### src/rtl/tw_pkg.sv
package tw_pkg;
    typedef enum logic [1:0] {
        ST_IDLE  = 2'd0,
        ST_SEEN  = 2'd1,
        ST_ARMED = 2'd2
    } tw_state_e;
endpackage

### src/rtl/tw_tick_div.sv
module tw_tick_div #(
    parameter int TICK_DIV = 10_000_000
) (
    input  logic clk,
    input  logic rst_n,
    output logic tick
);
    localparam int CW = (TICK_DIV > 2) ? $clog2(TICK_DIV) : 1;
    localparam logic [CW-1:0] LAST = CW'(TICK_DIV - 1);

    logic [CW-1:0] cnt;

    always_ff @(posedge clk) begin
        if (!rst_n)          cnt <= '0;
        else if (cnt == LAST) cnt <= '0;
        else                 cnt <= cnt + 1'b1;
    end

    assign tick = rst_n && (cnt == LAST);


    tick_single_pulse_chk: assert property (@(posedge clk) disable iff (!rst_n)
        tick |=> !tick);
endmodule

### src/rtl/tw_edge_sync.sv
module tw_edge_sync (
    input  logic clk,
    input  logic rst_n,
    input  logic pin,
    output logic rise
);
    logic meta_q, sync_q, prev_q;

    always_ff @(posedge clk) begin
        if (!rst_n) begin
            meta_q <= 1'b0;
            sync_q <= 1'b0;
            prev_q <= 1'b0;
        end else begin
            meta_q <= pin;
            sync_q <= meta_q;
            prev_q <= sync_q;
        end
    end

    assign rise = sync_q && !prev_q;


    rise_one_cycle_chk: assert property (@(posedge clk) disable iff (!rst_n)
        rise |=> !rise);
endmodule

### src/rtl/tw_stage_fsm.sv
module tw_stage_fsm
    import tw_pkg::*;
(
    input  logic clk,
    input  logic rst_n,
    input  logic tick,
    input  logic trig_evt,
    input  logic single_mode,
    output logic triggered,
    output logic lamp
);
    tw_state_e state, state_nx;
    logic      capture;

    assign capture = trig_evt && !single_mode;

    always_comb begin
        state_nx = state;
        if (capture) begin
            state_nx = ST_SEEN;                        // CAPTURE
        end else begin
            unique case (state)
                ST_SEEN: begin
                    if (tick || trig_evt) state_nx = ST_ARMED;  // AGE / DISARM
                end
                ST_ARMED: begin
                    if (tick) state_nx = ST_IDLE;      // EXPIRE
                end
                ST_IDLE:  state_nx = ST_IDLE;
                default:  state_nx = ST_IDLE;
            endcase
        end
    end

    always_ff @(posedge clk) begin
        if (!rst_n) state <= ST_IDLE;
        else        state <= state_nx;
    end

    always_comb begin
        unique case (state)
            ST_SEEN, ST_ARMED: begin triggered = 1'b1; lamp = 1'b1; end
            default:           begin triggered = 1'b0; lamp = 1'b0; end
        endcase
    end


    capture_sets_chk: assert property (@(posedge clk) disable iff (!rst_n)
        (trig_evt && !single_mode) |=> (state == ST_SEEN && triggered));

    age_chk: assert property (@(posedge clk) disable iff (!rst_n)
        (state == ST_SEEN && tick && !trig_evt) |=> (state == ST_ARMED && triggered));

    expire_chk: assert property (@(posedge clk) disable iff (!rst_n)
        (state == ST_ARMED && tick && !(trig_evt && !single_mode)) |=> !triggered);

    single_no_raise_chk: assert property (@(posedge clk) disable iff (!rst_n)
        (single_mode && !triggered) |=> !triggered);

    reset_idle_chk: assert property (@(posedge clk)
        !rst_n |=> (state == ST_IDLE));
endmodule

### src/rtl/trig_watch.sv
module trig_watch #(
    parameter int TICK_DIV = 10_000_000
) (
    input  logic clk,
    input  logic rst_n,
    input  logic trig_in,
    input  logic single_mode,
    output logic triggered,
    output logic ready_lamp
);
    logic tick, trig_evt;

    tw_tick_div #(.TICK_DIV(TICK_DIV)) u_div (
        .clk   (clk),
        .rst_n (rst_n),
        .tick  (tick)
    );

    tw_edge_sync u_sync (
        .clk   (clk),
        .rst_n (rst_n),
        .pin   (trig_in),
        .rise  (trig_evt)
    );

    tw_stage_fsm u_fsm (
        .clk         (clk),
        .rst_n       (rst_n),
        .tick        (tick),
        .trig_evt    (trig_evt),
        .single_mode (single_mode),
        .triggered   (triggered),
        .lamp        (ready_lamp)
    );


    lamp_mirror_chk: assert property (@(posedge clk) disable iff (!rst_n)
        ready_lamp == triggered);
endmodule

### config.mk
export PLATFORM = sky130hd
export DESIGN_NAME = trig_watch
export DESIGN_NICKNAME = d
export VERILOG_FILES = /design/src/rtl/tw_pkg.sv /design/src/rtl/tw_tick_div.sv /design/src/rtl/tw_edge_sync.sv /design/src/rtl/tw_stage_fsm.sv /design/src/rtl/trig_watch.sv
export SDC_FILE = /design/constraint.sdc
export NUM_CORES = 1
export LEC_CHECK = 0
export ABC_AREA = 1
export BUFFER_PORTS_ARGS = -buffer_cell sky130_fd_sc_hd__buf_2
export CAP_MARGIN = 20
export CORE_MARGIN = 1.5
export CORE_UTILIZATION = 45
export CTS_CLUSTER_SIZE = 10
export DETAILED_ROUTE_END_ITERATION = 12
export GPL_TIMING_DRIVEN = 0
export PLACE_DENSITY = 0.67
export SYNTH_ARGS = -nofsm -noshare
export SYNTH_HDL_FRONTEND = slang
export SYNTH_SLANG_ARGS = --single-unit
### constraint.sdc
create_clock -name clk -period 1.43 [get_ports clk]
set_clock_uncertainty 0.05 [all_clocks]
set_input_delay 0.143 -clock clk [delete_from_list [all_inputs] [get_ports clk]]
set_output_delay 0.143 -clock clk [all_outputs]
set_load 0.01 [all_outputs]
## Word-level counts from Yosys, hierarchy flattened

Index checks and enable logic that the tools add are counted.

- Output and inout bits: 2
- Bits of input ports: 4
- Logic and storage cells: 31
- Bits in registers: 29

- Equal/unequal tests: 7
- Muxes and demuxes: 5
- Bitwise logic cells: 1
- Reduce and logical (&&, ||, !) cells: 11
- $add $sub $neg: 1

Operators with widths:

| kind | number |
|---|---|
| adder 24 x 1 -> 24 bit, second input constant | 1 |
| == test 24 bit, second input constant | 1 |
| inequality test 3 x 1 -> 1 bit, second input constant | 2 |
| OR reduction 2 bit | 3 |
| two-way mux 2 bit | 2 |
| inequality test 2 x 1 -> 1 bit, second input constant | 2 |
| one-hot mux 2 bit (2 select lines) | 1 |
| AND reduction 2 bit | 2 |
| logical AND 1 bit | 3 |
| == test 2 x 1 -> 1 bit, second input constant | 1 |
| == test 2 bit, second input constant | 1 |
| logical NOT 1 bit | 2 |
| two-way mux 1 bit | 2 |
| logical OR 1 bit | 1 |
| NOT 1 bit | 1 |

## Depth between registers and ports, before layout

Gate-level depths: netlist of the first run.

- Word-level depth: 6
- Depth in mapped cells: 8
- Gate-level depth less buffers: 8

## By module

From an unflattened synthesis of the first run, not the netlist that was laid out.

- Cells, all modules: 244
- Area total of the unflattened synthesis: 1,681.6 sq um

By module, submodules not included:

| module | area each (sq um) | cells each | instances | seq. area each (sq um) |
|---|---|---|---|---|
| tw_tick_div | 1,435.1 | 210 | 1 | 480.5 |
| tw_stage_fsm | 153.9 | 23 | 1 | 40.0 |
| tw_edge_sync | 92.6 | 11 | 1 | 60.1 |

## Worst setup path after synthesis of the first run

Ideal clock, no wire load.

- Path type: reg-to-reg
- Start: reg u_div.cnt[0]
- End: reg u_div.cnt[12]
- Arrival: 1.227 ns
- Setup time: 0.115 ns
- Path buffers: 1
- Period minus slack after synthesis: 1.391 ns
- Setup slack: 0.039 ns
- Required time: 1.265 ns
- Stages on the path, launching flop included: 8
- Cells stage by stage: dfxtp_1 > ha_1 > nand3_4 > nor2_1 > nand3_1 > nand2_2 > buf_4 > nor2_1

- Cells in the longest elaborated chain, start to end: 2
- Elaborated cells on any way between the ends: 3
- Those cells by class: add/sub: 1; eq/ne: 1; reduce/logical: 1

RTL lines:

| what | line | source |
|---|---|---|
| from (decl) | tw_tick_div.sv:11 | `logic [CW-1:0] cnt;` |
| from (signal assigned) | tw_tick_div.sv:16 | `else cnt <= cnt + 1'b1;` |
| parallel branches: the longest is 2 deep, another holds adder 24 x 1 -> 24 bit | n/a |  |

Parallel ways; which one is timed is not known.
A chain may end at the register's enable or synchronous reset.

## Worst setup path in the final report of the first run

- Start: reg u_div.cnt[0]
- End: reg u_div.cnt[10]

The elaborated chain is that of the path after synthesis.

==> results.yml, run 1 <==
outcome:
  status: "finished clean"
drt:
  vias_per_cell: 4.91
  post_drt_wl_per_cell_um: 12.4
  num_vias: 1457
  drc: 0
  drt_iter0_drc: 75
  antenna_left: 0
  first_pass_iters: 4
  totalWireLength_um: 3690
cells_and_area:
  nNetsFinal: 257
  fin_util: 0.596
  final_common_cell: "nand2_1"
  mostFrequentLayoutCells: "nand2_1 (43), nor2_1 (34), inv_1 (28)"
  antenna_cells: 0
  areaGrowthSynthToFinish_pct: 26.6
  drive_above_1_share: 0.323
  nFillCells: 348
logic_synthesis:
  yosysSeqAreaShare: 0.367
  netlist_area_mm2: 0.00158
  synth_nets: 235
  yosys_warnings: 0
  synth-seq-cells: 29
  synthCells: 228
  synthDistinctLibCells: 28
  avgSynthCellArea_um2: 6.94
global_routing:
  grt_pass1_vias: 1349
  grt_first_pass_wirelength_um: 5900
  overflow: 0
  antenna_found_initial: 0
  grt_util_all_layers: 0.197
  grt_max_degree: 11
floorplan:
  design.core.area_mm2: 0.00336
  rows: 21
  die_area_mm2: 0.00388
  start_util: 0.471
  die_h_um: 62.3
  num_io_pins: 6
  die_x_um: 62.3
worst_setup_path:
  worst-path-max-fanout: 6
  critPathSlowestCell: "dfxtp_4"
  arrival_ns: 1.64
  max_stage_delay_ns: 0.39
  cp_data_required_time_ns: 1.66
  crit_path_cell_trace: "ha_4 > nand3_4 > nor3_4 > nand2_1 > or2_1 > a21oi_2"
  cp_num_buf_inv: 0
  start_kind: "register"
  cpLargestDelayFamily: "simple AND/OR/NAND/NOR gates"
  end_kind: "register"
  critPathKind: "reg -> reg"
timing:
  min_period_over_period: 0.985
  rsz0062_at_grt: "yes"
  fmax_mhz: 710
  timing.final.crit_period_ns: 1.41
  setup_viol: 0
  timing.final.hold_violations: 0
  final_max_slew_viol_count: 0
  relSlewSlack: 0.843
  worst_pin_slew_ns: 0.233
  timing.final.ws_setup_ns: 0.0214
power_and_ir_drop:
  power_leakage_nw: 0.739
  ir_worst_vdd_mv: 0.596
  p_switching_w: 0.000372
  switching_share: 0.227
  p_comb_frac: 0.048
  p_int_w: 0.00127
  pwr-share-clk: 0.448
  p_per_area_mw_per_mm2: 817
  p_total_w: 0.00164
  seq_power_share: 0.504
clock_tree:
  clk_latency_ns: 0.35
  htree_levels: 2
  cts_buffers: 5
  cts_tree: "done"
  clock-root-buffer: "clkbuf_4"
  clk_pin_slew_ns: 0.10
  clock_path_buffers: 2
  cts.sinks: 29
place:
  hpwlAfterDp_um: 2350
  routabilityCongestion: 0.875
  dp_slack_ns: -0.180
  io_buffers: 5
flow_run:
  cap_violations: 0
hold_path:
  hp-class: "in -> reg"
[Yosys cell counts]
master    count  area [um2]
ha_1          3        37.5
a21oi_1      12        60.1
buf_2         1        5.00
inv_1        31         116
nor2_2        2        12.5
nand2_2       4        25.0
dfxtp_1      29         581
o21bai_1      1        7.51
nand4_1       5        31.3
o21ai_0       1        5.00
nor2_4        2        22.5
nand4_2       1        12.5
a31oi_1       2        12.5
xnor2_1       3        26.3
and3_1        1        6.26
inv_2         3        11.3
nor2_1       39         146
nand3_4       2        35.0
buf_4         3        22.5
or2_0         3        18.8
a21oi_2       1        8.76
nor4_1        1        6.26
nand2_1      48         180
nand3b_1      4        30.0
nand3_1      15        75.1
nor3_1        3        15.0
nor3_2        2        20.0
xor2_1        6        52.6
[layout make-up]
class	count	area (um2)	area share
sequential	29	619	0.309
tap	46	57.6	0.0287
buffer	3	37.5	0.0187
multi-input combinational	161	953	0.476
clock inverter	2	37.5	0.0187
timing repair buffer	16	119	0.0593
clock buffer	6	51.3	0.0256
inverter	34	128	0.0637
[registers in the layout, summed over array words and instances, names as in the netlist]
register and cells:
u_div.cnt 24, u_sync.meta_q 1, u_sync.prev_q 1, u_fsm.state 2, u_sync.sync_q 1
[tightest hold or removal path, cell delays in order]
cell     delay, ns
buf_2         0.15
nand2_1       0.07
inv_1         0.03
[routing by layer]
metal	track usage	up-vias	wire length [um]
li1	-	763	-
met1	0.256	658	1780
met2	0.303	31	1720
met3	0.0435	5	137
met4	0.108	0	57
met5	0	-	0
[worst paths after layout]
path	slack (ns)	cells past startpoint	start	end
max	0.02	6	u_div.cnt[0]$_SDFF_PP0_	u_div.cnt[10]$_SDFF_PP0_
min	0.03	3	rst_n	u_sync.sync_q$_SDFF_PN0_
max reg2reg	0.02	6	u_div.cnt[0]$_SDFF_PP0_	u_div.cnt[10]$_SDFF_PP0_
min reg2reg	0.37	2	u_sync.meta_q$_SDFF_PN0_	u_sync.sync_q$_SDFF_PN0_
[through the flow]
step / std cells / TNS (ns) / hold slack [ns] / area (um2)
6_report: 297 / 0 / 0.0261 / 2000
5_1_grt: 297 / -0.272 / 0.0398 / 2000
4_1_cts: 292 / 0 / 0.0212 / 1870
3_5_place_dp: 279 / -3.58 / 0.288 / 1670
3_3_place_gp: 279 / -3.39 / 0.283 / 1670
2_1_floorplan: 228 / 0 / 0.186 / 1580
[repair_timing]
item,4_1_cts,5_1_grt
endpoints found under the hold margin,2,0
endpoints found under the setup margin,27,26
resized for setup,20,40
hold buffers,2,0
setup buffers,4,5
pin swaps,2,9
[power groups by stage]
stage	combinational, W	sequential (W)	clock (W)
after global placement	0.0000551	0.000848	0
after detailed placement	0.0000555	0.000849	0
after CTS	0.0000736	0.000833	0.000748
after floorplan	0.0000383	0.000847	0
final	0.0000780	0.000825	0.000734
after global routing	0.0000879	0.000828	0.000778
[kinds of logic after synthesis]
family | Yosys count | share of synthesized area
and+or+nand+nor | 132 | 0.402
buffers and inverters | 38 | 0.0980
adders and majority gates | 3 | 0.0237
xor gates and xnor gates | 9 | 0.0498
AOI/OAI and AO/OA | 17 | 0.0593
DFF | 29 | 0.367
No activity file was read; power rests on OpenSTA's default activity.
==> inputs of run 2 (changes only) <==
--- a/config.mk
+++ b/config.mk
@@ -13,7 +13,8 @@
 export CTS_CLUSTER_SIZE = 10
 export DETAILED_ROUTE_END_ITERATION = 12
 export GPL_TIMING_DRIVEN = 0
-export PLACE_DENSITY = 0.67
+export PLACE_DENSITY = 0.63
+export RECOVER_POWER = 100
 export SYNTH_ARGS = -nofsm -noshare
 export SYNTH_HDL_FRONTEND = slang
 export SYNTH_SLANG_ARGS = --single-unit
==> run 2 against run 1 <==
Design area is 0.69% lower. Count of clock-buffer cells in the layout did not move. Via count fell by 1.2%. Clock power is 2% lower. Sequential power hardly changed. Sequential cell count did not move. Critical path type unchanged. Critical endpoint is now u_div.cnt[12]$_SDFF_PP0_. Highest routed layer unchanged.
==> results.yml, run 2 (synthesis gave the netlist of run 1 again) <==
timing:
  timing.final.hold_violations: 0
  rsz0062_at_grt: "yes"
  fmax_mhz: 725
  setup_tns_ns: 0
  setup_viol: 0
  worst_pin_slew_ns: 0.246
  final_max_slew_viol_count: 0
  timing.final.crit_period_ns: 1.38
  min_period_over_period: 0.965
  relSlewSlack: 0.834
hold_path:
  hp-class: "in -> reg"
global_routing:
  grt_util_all_layers: 0.193
  grt_pass1_vias: 1358
  grt_first_pass_wirelength_um: 5950
  overflow: 0
  antenna_found_initial: 0
  grt_max_degree: 11
flow_run:
  cap_violations: 0
worst_setup_path:
  end_kind: "register"
  worst-path-max-fanout: 10
  start_kind: "register"
  arrival_ns: 1.56
  cp_num_buf_inv: 2
  max_stage_delay_ns: 0.37
  cp_data_required_time_ns: 1.61
  critPathSlowestCell: "dfxtp_2"
  crit_top_cell: "nor2_1"
  critPathKind: "reg -> reg"
  cpLargestDelayFamily: "simple AND/OR/NAND/NOR gates"
  crit_path_cell_trace: "nand2_2 > inv_1 > nand3b_1 > nor2_1 > nand3_2 > nand2_4 > buf_8 > nor2_1"
floorplan:
  die_area_mm2: 0.00388
  die_h_um: 62.3
  design.core.area_mm2: 0.00336
  num_io_pins: 6
  die_x_um: 62.3
  start_util: 0.471
  rows: 21
cells_and_area:
  drive_above_1_share: 0.308
  fin_util: 0.592
  areaGrowthSynthToFinish_pct: 25.7
  antenna_cells: 0
  nNetsFinal: 256
  final_common_cell: "nand2_1"
  largest_reg_flops: 24
  largest-register: "u_div.cnt"
  mostFrequentLayoutCells: "nand2_1 (46), nor2_1 (32), inv_1 (27)"
  top_regs: "u_div.cnt x24, u_fsm.state x2"
  nFillCells: 334
power_and_ir_drop:
  power_leakage_nw: 0.717
  ir_worst_vdd_mv: 0.562
  p_per_area_mw_per_mm2: 815
clock_tree:
  cts.sinks: 29
  clock-root-buffer: "clkbuf_4"
  cts_tree: "done"
  clk_latency_ns: 0.32
  clk_pin_slew_ns: 0.10
  clock_path_buffers: 2
  htree_levels: 2
  cts_buffers: 5
drt:
  post_drt_wl_per_cell_um: 11.7
  antenna_left: 0
  first_pass_iters: 4
  vias_per_cell: 4.86
  drt_iter0_drc: 85
  totalWireLength_um: 3460
  num_vias: 1440
  drc: 0
place:
  routabilityCongestion: 0.852
  hpwlAfterDp_um: 2390
  io_buffers: 5
outcome:
  status: "finished clean"
## run 2: cell count changes in the layout (fill, tap and decap cells not counted), sizes merged
| cell | before | now |
|---|---|---|
| dlygate4sd3 | 2 | 1 |
## run 2: what timing repair did
item / 4_1_cts / 5_1_grt
setup endpoints to repair: 26 / 27
buffers inserted: 4 / 5
pin swaps: 2 / 9
gates resized for setup: 17 / 39
hold buffers: 1 / 0
hold endpoints to repair: 1 / 0
## run 2: worst reg2reg max path, cell delays in order (launching register included)
cell,delay (ns)
dfxtp_2,0.37
nand2_2,0.10
inv_1,0.11
nand3b_1,0.08
nor2_1,0.14
nand3_2,0.12
nand2_4,0.11
buf_8,0.15
nor2_1,0.06
## run 2: final timing paths
path / startpoint / end / slack (ns) / depth (start not counted)
setup / recovery: u_div.cnt[9]$_SDFF_PP0_ / u_div.cnt[12]$_SDFF_PP0_ / 0.05 / 8
hold / removal: single_mode / u_fsm.state[0]$_SDFFE_PN0P_ / 0.04 / 4
setup reg to reg: u_div.cnt[9]$_SDFF_PP0_ / u_div.cnt[12]$_SDFF_PP0_ / 0.05 / 8
hold reg to reg: u_sync.meta_q$_SDFF_PN0_ / u_sync.sync_q$_SDFF_PN0_ / 0.38 / 2
## run 2: per-layer routing
metal / part of all wire / wire, um / global-route usage
met1: 0.49 / 1710 / 0.253
met2: 0.46 / 1580 / 0.311
met3: 0.036 / 125 / 0.0489
met4: 0.010 / 36 / 0.0667
met5: 0 / 0 / 0
## run 2: area by class of cell
| cell class | instances | area [um2] | area share |
|---|---|---|---|
| Buffer | 3 | 37.5 | 0.0189 |
| Multi-Input combinational cell | 161 | 940 | 0.472 |
| Timing Repair Buffer | 15 | 121 | 0.0610 |
| Clock buffer | 6 | 51.3 | 0.0258 |
| Inverter | 34 | 128 | 0.0642 |
| Clock inverter | 2 | 37.5 | 0.0189 |
| Tap cell | 46 | 57.6 | 0.0289 |
| Sequential cell | 29 | 617 | 0.310 |
## run 2: per-stage QoR
step	setup slack [ns]	hold WS [ns]	instances	power [W]	instance area (um2)
2_1_floorplan	0.0385	0.186	228	0.000886	1580
3_5_place_dp	-0.189	0.291	279	0.000905	1670
4_1_cts	0.00154	0.0201	292	0.00164	1850
5_1_grt	-0.0593	0.0686	296	0.00168	1990
6_report	0.0500	0.0364	296	0.00162	1990
3_3_place_gp	-0.163	0.282	279	0.000904	1670
## run 2: report_power, final
part | total (W) | switching (W) | internal (W)
registers | 0.000825 | 0.0000135 | 0.000811
clock network | 0.000721 | 0.000306 | 0.000415
logic | 0.0000755 | 0.0000377 | 0.0000378
total | 0.00162 | 0.000357 | 0.00126
